`src/rtl/mtc_pkg.sv`:
```
package mtc_pkg;
  localparam int SETPT_W = 16;
  localparam int BYTE_W  = 8;

  typedef enum logic [1:0] {
    CMD_NOM   = 2'b00,
    CMD_HIGH  = 2'b01,
    CMD_LOW   = 2'b10,
    CMD_NOM_B = 2'b11
  } mtc_cmd_e;

  typedef enum logic [1:0] {
    SEL_NOM  = 2'b00,
    SEL_HIGH = 2'b01,
    SEL_LOW  = 2'b10
  } mtc_sel_e;
endpackage

```
`src/rtl/mtc_tick_gen.sv`:
```
module mtc_tick_gen #(
  parameter int TICK_DIV = 212500
) (
  input  logic clk_i,
  input  logic rst_ni,
  output logic tick_o
);
  localparam int CNT_W = (TICK_DIV > 1) ? $clog2(TICK_DIV) : 1;
  localparam logic [CNT_W-1:0] LAST = CNT_W'(TICK_DIV - 1);

  logic [CNT_W-1:0] cnt_q;

  always_ff @(posedge clk_i or negedge rst_ni) begin
    if (!rst_ni)            cnt_q <= '0;
    else if (cnt_q == LAST) cnt_q <= '0;
    else                    cnt_q <= cnt_q + 1'b1;
  end

  assign tick_o = (cnt_q == LAST);

  AST_TICK_SPACING: assert property (@(posedge clk_i) disable iff (!rst_ni)
    tick_o |=> (!tick_o || TICK_DIV == 1));
endmodule

```
`src/rtl/mtc_setpt.sv`:
```
module mtc_setpt
  import mtc_pkg::*;
#(
  parameter int CH     = 0,
  parameter int CH_W   = 1,
  parameter int ADDR_W = 4,
  parameter int SP_W   = SETPT_W
) (
  input  logic              clk_i,
  input  logic              rst_ni,
  input  logic              en_i,
  input  logic              reg_we_i,
  input  logic [ADDR_W-1:0] reg_addr_i,
  input  logic [BYTE_W-1:0] reg_wdata_i,
  input  logic              cmd_we_i,
  input  logic [1:0]        cmd_i,
  output logic [SP_W-1:0]   target_o,
  output logic              cmd_new_o
);
  logic [SP_W-1:0] sp_nom_q, sp_hi_q, sp_lo_q;
  mtc_cmd_e        cmd_q;
  logic            hit;

  assign hit       = reg_we_i && (reg_addr_i[ADDR_W-1:3] == CH_W'(CH));
  assign cmd_new_o = cmd_we_i && en_i;

  always_ff @(posedge clk_i or negedge rst_ni) begin
    if (!rst_ni) begin
      sp_nom_q <= '0;
      sp_hi_q  <= '0;
      sp_lo_q  <= '0;
    end else if (hit) begin
      case (mtc_sel_e'(reg_addr_i[2:1]))
        SEL_NOM: begin
          if (reg_addr_i[0]) sp_nom_q[SP_W-1:BYTE_W] <= reg_wdata_i[SP_W-BYTE_W-1:0];
          else               sp_nom_q[BYTE_W-1:0]    <= reg_wdata_i;
        end
        SEL_HIGH: begin
          if (reg_addr_i[0]) sp_hi_q[SP_W-1:BYTE_W] <= reg_wdata_i[SP_W-BYTE_W-1:0];
          else               sp_hi_q[BYTE_W-1:0]    <= reg_wdata_i;
        end
        SEL_LOW: begin
          if (reg_addr_i[0]) sp_lo_q[SP_W-1:BYTE_W] <= reg_wdata_i[SP_W-BYTE_W-1:0];
          else               sp_lo_q[BYTE_W-1:0]    <= reg_wdata_i;
        end
        default: ;
      endcase
    end
  end

  always_ff @(posedge clk_i or negedge rst_ni) begin
    if (!rst_ni)        cmd_q <= CMD_NOM;
    else if (cmd_new_o) cmd_q <= mtc_cmd_e'(cmd_i);
  end

  always_comb begin
    case (cmd_q)
      CMD_HIGH: target_o = sp_hi_q;
      CMD_LOW:  target_o = sp_lo_q;
      default:  target_o = sp_nom_q;
    endcase
  end

  AST_CMD_IGNORED: assert property (@(posedge clk_i) disable iff (!rst_ni)
    (cmd_we_i && !en_i) |=> $stable(cmd_q));
endmodule

```
`src/rtl/mtc_trim_loop.sv`:
```
module mtc_trim_loop #(
  parameter int SP_W      = 16,
  parameter int TRIM_W    = 10,
  parameter int DB_W      = 4,
  parameter int FAST_STEP = 8
) (
  input  logic              clk_i,
  input  logic              rst_ni,
  input  logic              tick_i,
  input  logic              run_i,
  input  logic              fast_en_i,
  input  logic              inv_i,
  input  logic [DB_W-1:0]   deadband_i,
  input  logic              cmd_new_i,
  input  logic [SP_W-1:0]   target_i,
  input  logic [SP_W-1:0]   sample_i,
  input  logic [TRIM_W-1:0] seed_i,
  output logic [TRIM_W-1:0] code_o,
  output logic              oe_o,
  output logic              ready_o
);
  localparam int DW = SP_W + 1;
  localparam logic [TRIM_W-1:0] CODE_MAX = '1;

  logic signed [DW-1:0] diff;
  logic [DW-1:0]        mag;
  logic [TRIM_W-1:0]    step, nxt, code_q;
  logic                 up, in_band, seen_q, ready_q, oe_q;

  always_comb begin
    diff    = $signed({1'b0, target_i}) - $signed({1'b0, sample_i});
    mag     = diff[DW-1] ? DW'(-diff) : DW'(diff);
    in_band = mag <= DW'(deadband_i);
    step    = (fast_en_i && mag > DW'(FAST_STEP)) ? TRIM_W'(FAST_STEP) : TRIM_W'(1);
    up      = (!diff[DW-1]) ^ inv_i;
    if (up) nxt = (code_q > CODE_MAX - step) ? CODE_MAX : code_q + step;
    else    nxt = (code_q < step) ? '0 : code_q - step;
  end

  always_ff @(posedge clk_i or negedge rst_ni) begin
    if (!rst_ni) begin
      code_q  <= '0;
      oe_q    <= 1'b0;
      seen_q  <= 1'b0;
      ready_q <= 1'b0;
    end else if (!run_i) begin
      code_q  <= seed_i;
      oe_q    <= 1'b0;
      seen_q  <= 1'b0;
      ready_q <= 1'b0;
    end else begin
      oe_q <= 1'b1;
      if (cmd_new_i) begin
        seen_q  <= 1'b0;
        ready_q <= 1'b0;
      end else if (tick_i) begin
        seen_q  <= in_band;
        ready_q <= in_band && seen_q;
        if (!in_band) code_q <= nxt;
      end
    end
  end

  assign code_o  = code_q;
  assign oe_o    = oe_q;
  assign ready_o = ready_q;

  AST_HOLD_OFF_TICK: assert property (@(posedge clk_i) disable iff (!rst_ni)
    (run_i && oe_q && !tick_i) |=> $stable(code_q));
  AST_STEP_BOUND: assert property (@(posedge clk_i) disable iff (!rst_ni)
    (run_i && oe_q && tick_i && !cmd_new_i) |=>
      (($signed({1'b0, code_q}) - $signed({1'b0, $past(code_q)})) <= ($past(fast_en_i) ? FAST_STEP : 1)) &&
      (($signed({1'b0, $past(code_q)}) - $signed({1'b0, code_q})) <= ($past(fast_en_i) ? FAST_STEP : 1)));
  AST_CMD_CLEARS_READY: assert property (@(posedge clk_i) disable iff (!rst_ni)
    cmd_new_i |=> !ready_q);
  AST_READY_ON_TICK: assert property (@(posedge clk_i) disable iff (!rst_ni)
    $rose(ready_q) |-> $past(tick_i));
  AST_IDLE_RELEASE: assert property (@(posedge clk_i) disable iff (!rst_ni)
    !run_i |=> (!oe_q && !ready_q));
endmodule

```
`src/rtl/margin_trim_ctrl.sv`:
```
module margin_trim_ctrl
  import mtc_pkg::*;
#(
  parameter int NCH       = 2,
  parameter int SP_W      = SETPT_W,
  parameter int TRIM_W    = 10,
  parameter int DB_W      = 4,
  parameter int FAST_STEP = 8,
  parameter int TICK_DIV  = 212500,
  parameter int CH_W      = (NCH > 1) ? $clog2(NCH) : 1,
  parameter int ADDR_W    = CH_W + 3
) (
  input  logic                    clk_i,
  input  logic                    rst_ni,
  input  logic                    ctl_en_i,
  input  logic                    start_i,
  input  logic                    start_pol_i,
  input  logic                    ready_pol_i,
  input  logic                    fast_en_i,
  input  logic [NCH-1:0]          trim_inv_i,
  input  logic [DB_W-1:0]         deadband_i,
  input  logic                    reg_we_i,
  input  logic [ADDR_W-1:0]       reg_addr_i,
  input  logic [BYTE_W-1:0]       reg_wdata_i,
  input  logic [NCH-1:0]          cmd_we_i,
  input  logic [2*NCH-1:0]        cmd_i,
  input  logic [NCH*SP_W-1:0]     sample_i,
  input  logic [NCH*TRIM_W-1:0]   trim_seed_i,
  output logic [NCH*TRIM_W-1:0]   trim_code_o,
  output logic [NCH-1:0]          trim_oe_o,
  output logic [NCH-1:0]          ch_ready_o,
  output logic                    ready_o
);
  logic tick, run;

  assign run = ctl_en_i && (start_i == start_pol_i);

  mtc_tick_gen #(.TICK_DIV(TICK_DIV)) u_tick (
    .clk_i, .rst_ni, .tick_o(tick)
  );

  for (genvar c = 0; c < NCH; c++) begin : g_ch
    logic [SP_W-1:0] target;
    logic            cmd_new;

    mtc_setpt #(.CH(c), .CH_W(CH_W), .ADDR_W(ADDR_W), .SP_W(SP_W)) u_setpt (
      .clk_i, .rst_ni,
      .en_i       (ctl_en_i),
      .reg_we_i, .reg_addr_i, .reg_wdata_i,
      .cmd_we_i   (cmd_we_i[c]),
      .cmd_i      (cmd_i[2*c +: 2]),
      .target_o   (target),
      .cmd_new_o  (cmd_new)
    );

    mtc_trim_loop #(.SP_W(SP_W), .TRIM_W(TRIM_W), .DB_W(DB_W), .FAST_STEP(FAST_STEP)) u_loop (
      .clk_i, .rst_ni,
      .tick_i     (tick),
      .run_i      (run),
      .fast_en_i,
      .inv_i      (trim_inv_i[c]),
      .deadband_i,
      .cmd_new_i  (cmd_new),
      .target_i   (target),
      .sample_i   (sample_i[c*SP_W +: SP_W]),
      .seed_i     (trim_seed_i[c*TRIM_W +: TRIM_W]),
      .code_o     (trim_code_o[c*TRIM_W +: TRIM_W]),
      .oe_o       (trim_oe_o[c]),
      .ready_o    (ch_ready_o[c])
    );
  end

  assign ready_o = ready_pol_i ? (&ch_ready_o) : ~(&ch_ready_o);

  AST_READY_NEEDS_DRIVE: assert property (@(posedge clk_i) disable iff (!rst_ni)
    (|ch_ready_o) |-> (|trim_oe_o));
endmodule

```
`config.mk`:
```
export PLATFORM = sky130hd
export DESIGN_NAME = margin_trim_ctrl
export DESIGN_NICKNAME = d
export VERILOG_FILES = /design/src/rtl/mtc_pkg.sv /design/src/rtl/mtc_tick_gen.sv /design/src/rtl/mtc_setpt.sv /design/src/rtl/mtc_trim_loop.sv /design/src/rtl/margin_trim_ctrl.sv
export SDC_FILE = /design/constraint.sdc
export NUM_CORES = 1
export LEC_CHECK = 0
export BUFFER_PORTS_ARGS = -buffer_cell sky130_fd_sc_hd__buf_2
export CORE_AREA = 2 2 140 142
export DETAILED_ROUTE_END_ITERATION = 8
export DIE_AREA = 0 0 142 144
export GPL_TIMING_DRIVEN = 0
export PLACE_DENSITY = 0.77
export RECOVER_POWER = 50
export SKIP_CTS_REPAIR_TIMING = 1
export SYNTH_ARGS = -nofsm -noshare
export SYNTH_HDL_FRONTEND = slang
export SYNTH_SLANG_ARGS = --single-unit
```
`constraint.sdc`:
```
create_clock -name clk_i -period 9.3 [get_ports clk_i]
set_clock_uncertainty 0.05 [all_clocks]
set_input_delay 0.93 -clock clk_i [delete_from_list [all_inputs] [get_ports clk_i]]
set_output_delay 0.93 -clock clk_i [all_outputs]
set_load 0.05 [all_outputs]
```
==> metrics, run 1 <==
run status finished with violations; failing checks max-capacitance violations, max-slew violations; largest net degree at the start of global routing 104; Leak 5.37 nW; Post-synth EDFFs 0; gr ovfl total 0; Clock Tree Buf Depth 2; initial antenna violation count 2; layout cells sized above 1 20.4%; first-pass GRT wire length 45.4 mm; Psw 1.15 mW; Sw Share 40.3%; setup TNS 0 ps; crit start category flop; highest-delay cell along the critical path o21ai_0; Max-cap violations 2; DIE HEIGHT 144 um; synth unique cells 86; post-synthesis register bit count 143; Synth Instances 1,203; Largest stage delay, worst path 640 ps; Top-Level Pins 109; Fill cells 1,567; maximum vdd drop 0.157 mV; Initial Util 56.2%; Antenna Nets Post-Route 0; Post-route DRC 0; crit path max fanout 10; Post-layout nets 1,478; DP Cell Count 1,548; most used cell, CP ha_1; Pint 1.71 mW; Main synth FF type dfrtp_1; vias 9,550; crit end category flop; Syn Nets 1,352; final cell count without fillers 1,581; Tcrit/Tclk final 91.6%; Final Hold Violating Endpoints 0; synth top area cells dfrtp_1, mux2_2, ha_1, nand2_1, o21ai_0; CTS root buf clkbuf_16; vias in the first global route 9,189; Slew Viols, Final 146; synth warn 0; Setup-failing EPs final 0; Vias/cell 6.04; Synth top area share 33.3%; post-synth top area cell dfrtp_1; width of the chip 142 um; Seq pwr share 28.0%; minimum clock period 8520 ps; core region area 19,100 um^2; Combinational Power Share 47.8%; Total GRT Usage 27.5%; Routability Congestion 0.904; drt total wl 27.2 mm; RSZ-0062 raised after global routing false; CTS tree done; CP Class reg2reg; Mapped Avg Cell Area 8.92 um^2; H-tree depth 4; Area Overhead vs Synth 13.5%; Arrival @ worst endpoint 8760 ps; clock sink total 143; power density cells 235 nW/um^2; fmax 117 MHz; clock latency on the worst-skew pair 430 ps; ys async rst share 100%; Worst R2R Setup Slack 780 ps; HPWL after DPL 20.4 mm; DR WL/cell 17.2 um; mapped cell area 10,700 um^2; cell row count 51; Hold Crit Class reg2reg; clock transition at the registers of the reported paths 60 ps; Slew @ Worst Pin 5310 ps; 1st-iter DRT viols 622; TritonCTS Buffers 17; Relative slew margins -254%; Seq/Total Area, Yosys 33.3%; data required time of the critical path 9540 ps; DIE AREA 20,400 um^2; I/O Buffers 106; DR pass1 iterations 5; power share of the clock group 24.2%
worst paths after layout:
path                                                 startpoint                                       to  cells past startpoint
max                        g_ch[1].u_setpt.cmd_q[0]$_DFFE_PN0P_     g_ch[1].u_loop.code_o[2]$_DFFE_PN0P_                     29
min                                   u_tick.cnt_q[5]$_DFF_PN0_                u_tick.cnt_q[5]$_DFF_PN0_                      1
max reg2reg                g_ch[1].u_setpt.cmd_q[0]$_DFFE_PN0P_     g_ch[1].u_loop.code_o[2]$_DFFE_PN0P_                     29
min reg2reg                           u_tick.cnt_q[5]$_DFF_PN0_                u_tick.cnt_q[5]$_DFF_PN0_                      1
max in group asynchronous                                rst_ni  g_ch[1].u_setpt.sp_nom_q[5]$_DFFE_PN0P_                      2
min in group asynchronous                                rst_ni     g_ch[0].u_loop.code_o[7]$_DFFE_PN0P_                      1
logic make-up (layout without fill, tap and decap cells):
logic type / count (synthesis) / after routing / share of synthesized area, %
other: 0 / 2 / 0
adder cells (fa/ha/maj): 65 / 65 / 7.72
multiplexers: 114 / 114 / 11.8
XOR/XNOR: 40 / 40 / 3.26
AO/OA/AOI/OAI: 320 / 320 / 20.7
AND/OR/NAND/NOR: 395 / 395 / 18.5
buffers and inverters: 126 / 264 / 4.70
flip-flops: 143 / 143 / 33.3
routing by layer:
layer  share of wire, %  GRT usage, %  up-vias
met3                5.8          5.63       39
met1                 45          37.1     4527
met5                  0             0        -
met2                 47          45.4      289
li1                   -             -     4695
met4                2.1          7.47        0
cell type report:
type                    instances  area [um^2]  share of cell area, %
diodes                          2         5.00                 0.0411
plain buffers                  62          264                   2.17
clock buffers                  19          443                   3.64
clock inverters                12          160                   1.32
inverters                      64          240                   1.97
multi-input cells             934         6660                   54.7
flip-flops and latches        143         3580                   29.4
well taps                     238          298                   2.45
repair buffers                107          531                   4.36
placed cells by master (no fill, tap or decap), drive strengths merged, types with 11 or more instances in the layout:
| master | count |
|---|---|
| inv | 66 |
| nor4 | 12 |
| a21o | 11 |
| mux2 | 99 |
| mux2i | 15 |
| a21oi | 57 |
| clkbuf | 75 |
| nor3 | 20 |
| or3 | 16 |
| xnor2 | 24 |
| nand2 | 117 |
| xor2 | 16 |
| nor2 | 92 |
| o211ai | 15 |
| o21ai | 79 |
| a22oi | 35 |
| a211oi | 15 |
| nor2b | 19 |
| and3 | 12 |
| dfrtp | 143 |
| nand4 | 19 |
| nand3 | 33 |
| buf | 113 |
| ha | 63 |
synth_stat cells, types with 6 or more instances:
master    number
a211oi_1      13
a21o_1        11
a21oi_1       56
a221oi_1       7
a22oi_1       35
a31oi_1       10
and3_1        12
clkbuf_1      52
dfrtp_1      143
ha_1          63
inv_1         64
mux2_2        99
mux2i_1       15
nand2_1      116
nand2b_1       9
nand3_1       33
nand3b_1       6
nand4_1       19
nor2_1        92
nor2b_1       19
nor3_1        20
nor3b_1        9
nor4_1        10
o211ai_1      15
o21a_1         9
o21ai_0       79
o31ai_1        6
or2_2          6
or3_1         15
xnor2_1       24
xor2_1        16
through the flow:
stage	worst slack [ps]	total power [mW]	hold WS, ps	utilization, %	area, um^2
6_report	778	2.86	451	63.8	12200
5_1_grt	278	3.08	465	63.8	12200
4_1_cts	538	2.85	371	64.0	12200
3_5_place_dp	639	2.15	444	60.8	11600
3_3_place_gp	676	2.11	437	60.6	11600
2_1_floorplan	2400	1.84	409	-	10700
power by group through the flow:
stage / Sequential (mW) / Combinational [mW] / Clock [mW]
2_1_floorplan: 0.821 / 1.02 / 0
3_3_place_gp: 0.801 / 1.31 / 0
6_report: 0.801 / 1.37 / 0.693
4_1_cts: 0.798 / 1.36 / 0.699
3_5_place_dp: 0.808 / 1.34 / 0
5_1_grt: 0.813 / 1.53 / 0.728
critical path, delay by kind of cell, from the launching register on:
family	cells	cell delay [ps]
compound gates	13	3300
simple gates	9	2780
fa+ha+maj	4	1020
buf+inv	3	840
flops	1	400
sequential cells by signal, summed over array words and instances, names as in the netlist:
register	cells
u_tick.cnt_q	18
g_ch.u_setpt.sp_lo_q	32
g_ch.u_loop.seen_q	2
g_ch.u_loop.ready_o	2
g_ch.u_loop.code_o	20
g_ch.u_setpt.sp_hi_q	32
g_ch.u_setpt.cmd_q	4
g_ch.u_setpt.sp_nom_q	32
g_ch.u_loop.oe_o	1
Note: power is estimated with default switching activity, not from simulation.
==> inputs of run 2 (changes only) <==
Settings changed: ABC_AREA set to 1, CORE_AREA 2 2 140 142 to 5 5 149 151, DIE_AREA 0 0 142 144 to 0 0 154 156.
Clock period 9.3 ns to 8.81 ns, I/O delays scaled along.
==> metrics, run 2 <==
clock sink total 143 (unchanged); clock latency on the worst-skew pair 430 ps (about the same); DIE HEIGHT 156 um (was 144 um); vias 12,100 (was 9,550); first-pass GRT wire length 53.7 mm (was 45.4 mm); fmax 139 MHz (was 117 MHz); failing checks max-capacitance violations, max-slew violations (unchanged); Antenna Nets Post-Route 0 (unchanged); Top-Level Pins 109 (unchanged); largest net degree at the start of global routing 102 (was 104); Hold Crit Class reg2reg (unchanged); RSZ-0062 raised after global routing false (unchanged); Tcrit/Tclk final 81.7% (was 91.6%); width of the chip 154 um (was 142 um); Relative slew margins -201% (was -254%); final cell count without fillers 2,227 (was 1,581); crit path max fanout 10 (unchanged); Fill cells 1,942 (was 1,567); Slew Viols, Final 146 (unchanged); Setup-failing EPs final 0 (unchanged); Arrival @ worst endpoint 7510 ps (was 8760 ps); Largest stage delay, worst path 550 ps (was 640 ps); Max-cap violations 2 (unchanged); Seq/Total Area, Yosys 30.6% (was 33.3%); ys async rst share 100% (unchanged); clock transition at the registers of the reported paths 70 ps (was 60 ps); synth cell count leaders nand2_1, inv_1, nor2_1 (was dfrtp_1, nand2_1, mux2_2); gr ovfl total 0 (unchanged); DR pass1 iterations 6 (was 5); Main synth FF type dfrtp_1 (unchanged); minimum clock period 7200 ps (was 8520 ps); Final Util 63.7% (was 63.8%); cell row count 53 (was 51); Slew @ Worst Pin 4520 ps (was 5310 ps); # diodes 0 (was 2); Post-synth EDFFs 0 (unchanged); power density cells 250 nW/um^2 (was 235 nW/um^2); H-tree depth 4 (unchanged); CP Class reg2reg (unchanged); Vias/cell 5.45 (was 6.04); maximum vdd drop 0.203 mV (was 0.157 mV); Mapped Avg Cell Area 6.46 um^2 (was 8.92 um^2); crit end category flop (unchanged); most used cell, CP nand2_1 (was ha_1); I/O Buffers 108 (was 106); Initial Util 56.6% (was 56.2%); synth unique cells 45 (was 86); Post-layout nets 2,088 (was 1,478); DIE AREA 24,000 um^2 (was 20,400 um^2); storage element area 3580 um^2 (unchanged); Clock Tree Buf Depth 2 (unchanged); HPWL after DPL 25.6 mm (was 20.4 mm); Final Hold Violating Endpoints 0 (unchanged); Synth Instances 1,811 (was 1,203); vias in the first global route 11,200 (was 9,189); most frequent cells in the layout nand2_1, inv_1, nor2_1 (was dfrtp_1, nand2_1, buf_2); DP Cell Count 2,195 (was 1,548); Final Power 3.30 mW (was 2.86 mW); initial antenna violation count 0 (was 2); top flop regs g_ch.u_setpt.sp_hi_q: 32 flops, g_ch.u_setpt.sp_lo_q: 32 flops, g_ch.u_setpt.sp_nom_q: 32 flops (unchanged); TritonCTS Buffers 17 (unchanged); synth top area cells dfrtp_1, nand2_1, inv_1, ha_1, nand3_1 (was dfrtp_1, mux2_2, ha_1, nand2_1, o21ai_0); run status finished with violations (unchanged); commonest non-fill, non-tap cell in the layout nand2_1 (was dfrtp_1); Synth top area share 30.6% (was 33.3%); drt total wl 32.6 mm (was 27.2 mm); Leak 7.33 nW (was 5.37 nW); core region area 20,700 um^2 (was 19,100 um^2); Area Overhead vs Synth 12.7% (was 13.5%); CTS root buf clkbuf_16 (unchanged); crit start category flop (unchanged); synth warn 0 (unchanged); Routability Congestion 0.919 (was 0.904); setup TNS 0 ps (unchanged); 1st-iter DRT viols 832 (was 622); Post-route DRC 0 (unchanged); CTS tree done (unchanged); Syn Nets 1,960 (was 1,352); mapped cell area 11,700 um^2 (was 10,700 um^2); area of the multi-input gates 6770 um^2 (was 6660 um^2); layout cells sized above 1 10.9% (was 20.4%); post-synth top area cell dfrtp_1 (unchanged); highest-delay cell along the critical path o21ai_0 (unchanged); DR WL/cell 14.6 um (was 17.2 um); top-count cell post-synth nand2_1 (was dfrtp_1); post-synthesis register bit count 143 (unchanged); Total GRT Usage 26.9% (was 27.5%); data required time of the critical path 9130 ps (was 9540 ps)
## run 2: cells by family (layout without fill, tap and decap cells)
logic type               after synthesis  in the layout  synth area share, %
AO/OA/AOI/OAI                        276            276                 13.9
XOR/XNOR                              23             23                 1.72
adder cells (fa/ha/maj)               65             65                 7.08
buffers and inverters                347            488                 11.6
flip-flops                           143            143                 30.6
AND/OR/NAND/NOR                      957            957                 35.1
## run 2: final timing paths
kind / start / to / slack [ps] / cells after the start
worst max-delay path: g_ch[0].u_setpt.cmd_q[0]$_DFFE_PN0P_ / g_ch[0].u_loop.code_o[9]$_DFFE_PN0P_ / 1610 / 38
worst min-delay path: u_tick.cnt_q[0]$_DFF_PN0_ / u_tick.cnt_q[0]$_DFF_PN0_ / 420 / 1
worst max register to register: g_ch[0].u_setpt.cmd_q[0]$_DFFE_PN0P_ / g_ch[0].u_loop.code_o[9]$_DFFE_PN0P_ / 1610 / 38
worst min register to register: u_tick.cnt_q[0]$_DFF_PN0_ / u_tick.cnt_q[0]$_DFF_PN0_ / 420 / 1
max in group asynchronous: rst_ni / g_ch[0].u_setpt.sp_nom_q[3]$_DFFE_PN0P_ / 1990 / 2
min in group asynchronous: rst_ni / g_ch[1].u_loop.code_o[7]$_DFFE_PN0P_ / 1100 / 1
## run 2: area by class of cell
class,count,area share [%]
clock inverters,15,1.26
well taps,275,2.61
inverters,291,8.29
multi-input cells,1321,51.3
plain buffers,56,1.98
repair buffers,109,4.15
clock buffers,17,3.23
flip-flops and latches,143,27.1
## run 2: critical path: cells and delay by family, from the launching register on
family | cells | cell delay, ps
and+or+nand+nor | 19 | 2230
AOI/OAI and AO/OA | 9 | 2070
adders and majority gates | 4 | 1320
buffers and inverters | 6 | 1120
DFF | 1 | 350
## run 2: per-layer routing
| metal | wire length (um) | part of all wire (%) | track usage [%] | vias to the layer above |
|---|---|---|---|---|
| li1 | - | - | - | 6095 |
| met1 | 15000 | 46 | 37.6 | 5594 |
| met3 | 1740 | 5.3 | 3.13 | 57 |
| met4 | 723 | 2.2 | 7.11 | 0 |
| met2 | 15100 | 46 | 44.5 | 388 |
| met5 | 0 | 0 | 0 | - |
## run 2: power breakdown
| group | internal [mW] | switching, mW | leakage, nW |
|---|---|---|---|
| Clock | 0.403 | 0.319 | 0.282 |
| Combinational | 0.574 | 1.15 | 5.28 |
| Sequential | 0.771 | 0.0836 | 1.78 |
| Total | 1.75 | 1.55 | 7.33 |
## run 2: per-stage QoR
step	worst slack, ps	hold WS, ps	area, um^2
final	1610	416	13200
after global routing	671	441	13200
after CTS	1650	326	13200
after detailed placement	1700	405	12600
after global placement	1830	398	12600
after floorplan	3340	380	11700
==> inputs of run 3 (changes only) <==
Clock period 8.81 ns to 6.7 ns, I/O delays scaled along.
==> metrics, run 3 (same netlist as run 2, synthesis figures left out) <==
Final Hold Violating Endpoints 0 (unchanged); first-pass GRT wire length 53.7 mm (unchanged); largest net degree at the start of global routing 102 (unchanged); clock transition at the registers of the reported paths 70 ps (about the same); Relative slew margins -64.7% (was -201%); maximum vdd drop 0.267 mV (was 0.203 mV); crit start category flop (unchanged); Max-cap violations 2 (unchanged); hold depth 3 (was 1); Routability Congestion 0.919 (unchanged); core region area 20,700 um^2 (unchanged); clock latency on the worst-skew pair 430 ps (about the same); minimum clock period 6160 ps (was 7200 ps); Area Overhead vs Synth 12.9% (was 12.7%); Vias/cell 5.46 (was 5.45); initial antenna violation count 0 (unchanged); HPWL after DPL 25.6 mm (unchanged); vias 12,100 (about the same); Slew Viols, Final 146 (unchanged); most frequent cells in the layout nand2_1, inv_1, nor2_1 (unchanged); Fill cells 1,936 (was 1,942); Top-Level Pins 109 (unchanged); commonest non-fill, non-tap cell in the layout nand2_1 (unchanged); H-tree depth 4 (unchanged); Area after DPL 12,600 um^2 (unchanged); most used cell, CP nand2_1 (unchanged); DR WL/cell 14.7 um (was 14.6 um); hold slack 399 ps (was 416 ps); DIE AREA 24,000 um^2 (unchanged); CP Class reg2reg (unchanged); CTS tree done (unchanged); Initial Util 56.6% (unchanged); Post-route DRC 0 (unchanged); crit end category flop (unchanged); Largest stage delay, worst path 420 ps (was 550 ps); I/O Buffers 108 (unchanged); Tcrit/Tclk final 91.9% (was 81.7%); gr ovfl total 0 (unchanged); 1st-iter DRT viols 865 (was 832); power density cells 330 nW/um^2 (was 250 nW/um^2); Leak 7.35 nW (was 7.33 nW); top flop regs g_ch.u_setpt.sp_hi_q: 32 flops, g_ch.u_setpt.sp_lo_q: 32 flops, g_ch.u_setpt.sp_nom_q: 32 flops (unchanged); TritonCTS Buffers 17 (unchanged); DIE HEIGHT 156 um (unchanged); worst r2r path cells 36 (was 38); highest-delay cell along the critical path ha_2 (was o21ai_0); Post-layout nets 2,082 (was 2,088); vias in the first global route 11,200 (unchanged); Setup-failing EPs final 0 (unchanged); failing checks max-capacitance violations, max-slew violations (unchanged); Antenna Nets Post-Route 0 (unchanged); Total GRT Usage 26.9% (unchanged); Clock Tree Buf Depth 2 (unchanged); Arrival @ worst endpoint 6480 ps (was 7510 ps); DR pass1 iterations 5 (was 6); fmax 162 MHz (was 139 MHz); run status finished with violations (unchanged); Hold Crit Class in2reg (was reg2reg); # diodes 0 (unchanged); width of the chip 154 um (unchanged); area of all placed cells without fillers 13,200 um^2 (about the same); layout cells sized above 1 11.9% (was 10.9%); cell row count 53 (unchanged); clock sink total 143 (unchanged); drt total wl 32.7 mm (was 32.6 mm); crit path max fanout 10 (unchanged); data required time of the critical path 7020 ps (was 9130 ps); Slew @ Worst Pin 2470 ps (was 4520 ps); CTS root buf clkbuf_16 (unchanged)
-- run 3: cell types whose count changed in the layout (fill, tap and decap cells not counted), moves of 2 or more --
cell	before	now
clkbuf_1	42	29
clkbuf_4	0	4
ha_1	63	59
ha_2	0	4
buf_2	113	116
o21ai_0	134	131
o21ai_2	0	3
clkbuf_2	0	2
inv_1	280	278
inv_2	11	13
-- run 3: critical path, delay by kind of cell (launching register included) --
family                     cells  cell delay, ps
and+or+nand+nor               16            2080
adders and majority gates      4            1380
AOI/OAI and AO/OA              9            1320
buffers and inverters          7             890
DFF                            1             360
-- run 3: where the power goes --
group | total (mW) | internal, mW | switching, mW
clock | 0.952 | 0.530 | 0.422
sequential | 1.12 | 1.01 | 0.110
combinational | 2.29 | 0.766 | 1.52
total | 4.36 | 2.31 | 2.05
-- run 3: routing by layer --
layer | track usage, % | share of wire [%]
met1 | 37.6 | 45
met2 | 44.5 | 47
met3 | 3.13 | 5.6
met4 | 7.11 | 2.0
met5 | 0 | 0
-- run 3: final timing paths --
path	from	endpoint	slack, ps
worst max-delay path	g_ch[0].u_setpt.cmd_q[0]$_DFFE_PN0P_	g_ch[0].u_loop.code_o[9]$_DFFE_PN0P_	540
worst min-delay path	cmd_i[1]	g_ch[0].u_setpt.cmd_q[1]$_DFFE_PN0P_	400
worst max register to register	g_ch[0].u_setpt.cmd_q[0]$_DFFE_PN0P_	g_ch[0].u_loop.code_o[9]$_DFFE_PN0P_	540
worst min register to register	u_tick.cnt_q[0]$_DFF_PN0_	u_tick.cnt_q[0]$_DFF_PN0_	410
max in group asynchronous	rst_ni	g_ch[0].u_setpt.sp_lo_q[3]$_DFFE_PN0P_	2270
min in group asynchronous	rst_ni	g_ch[1].u_loop.code_o[7]$_DFFE_PN0P_	890
-- run 3: cell type report --
| type | instances | area [um^2] | share of cell area, % |
|---|---|---|---|
| timing repair buffer | 109 | 542 | 4.10 |
| tap | 275 | 344 | 2.61 |
| clock inverter | 15 | 166 | 1.26 |
| multi-input combinational | 1321 | 6800 | 51.5 |
| sequential | 143 | 3580 | 27.1 |
| clock buffer | 17 | 425 | 3.22 |
| inverter | 291 | 1090 | 8.27 |
| buffer | 50 | 259 | 1.96 |
-- run 3: stage by stage --
step                      utilization, %  cells  TNS (ps)  worst slack [ps]  total power, mW
after floorplan                        -   1811         0              1230             2.83
after global placement              60.8   2194      -571              -280             3.30
after detailed placement            61.0   2195     -1730              -407             3.36
after CTS                           63.9   2227     -2250              -458             4.33
after global routing                63.8   2221     -33.1             -33.1             4.72
final                               63.8   2221         0               541             4.36
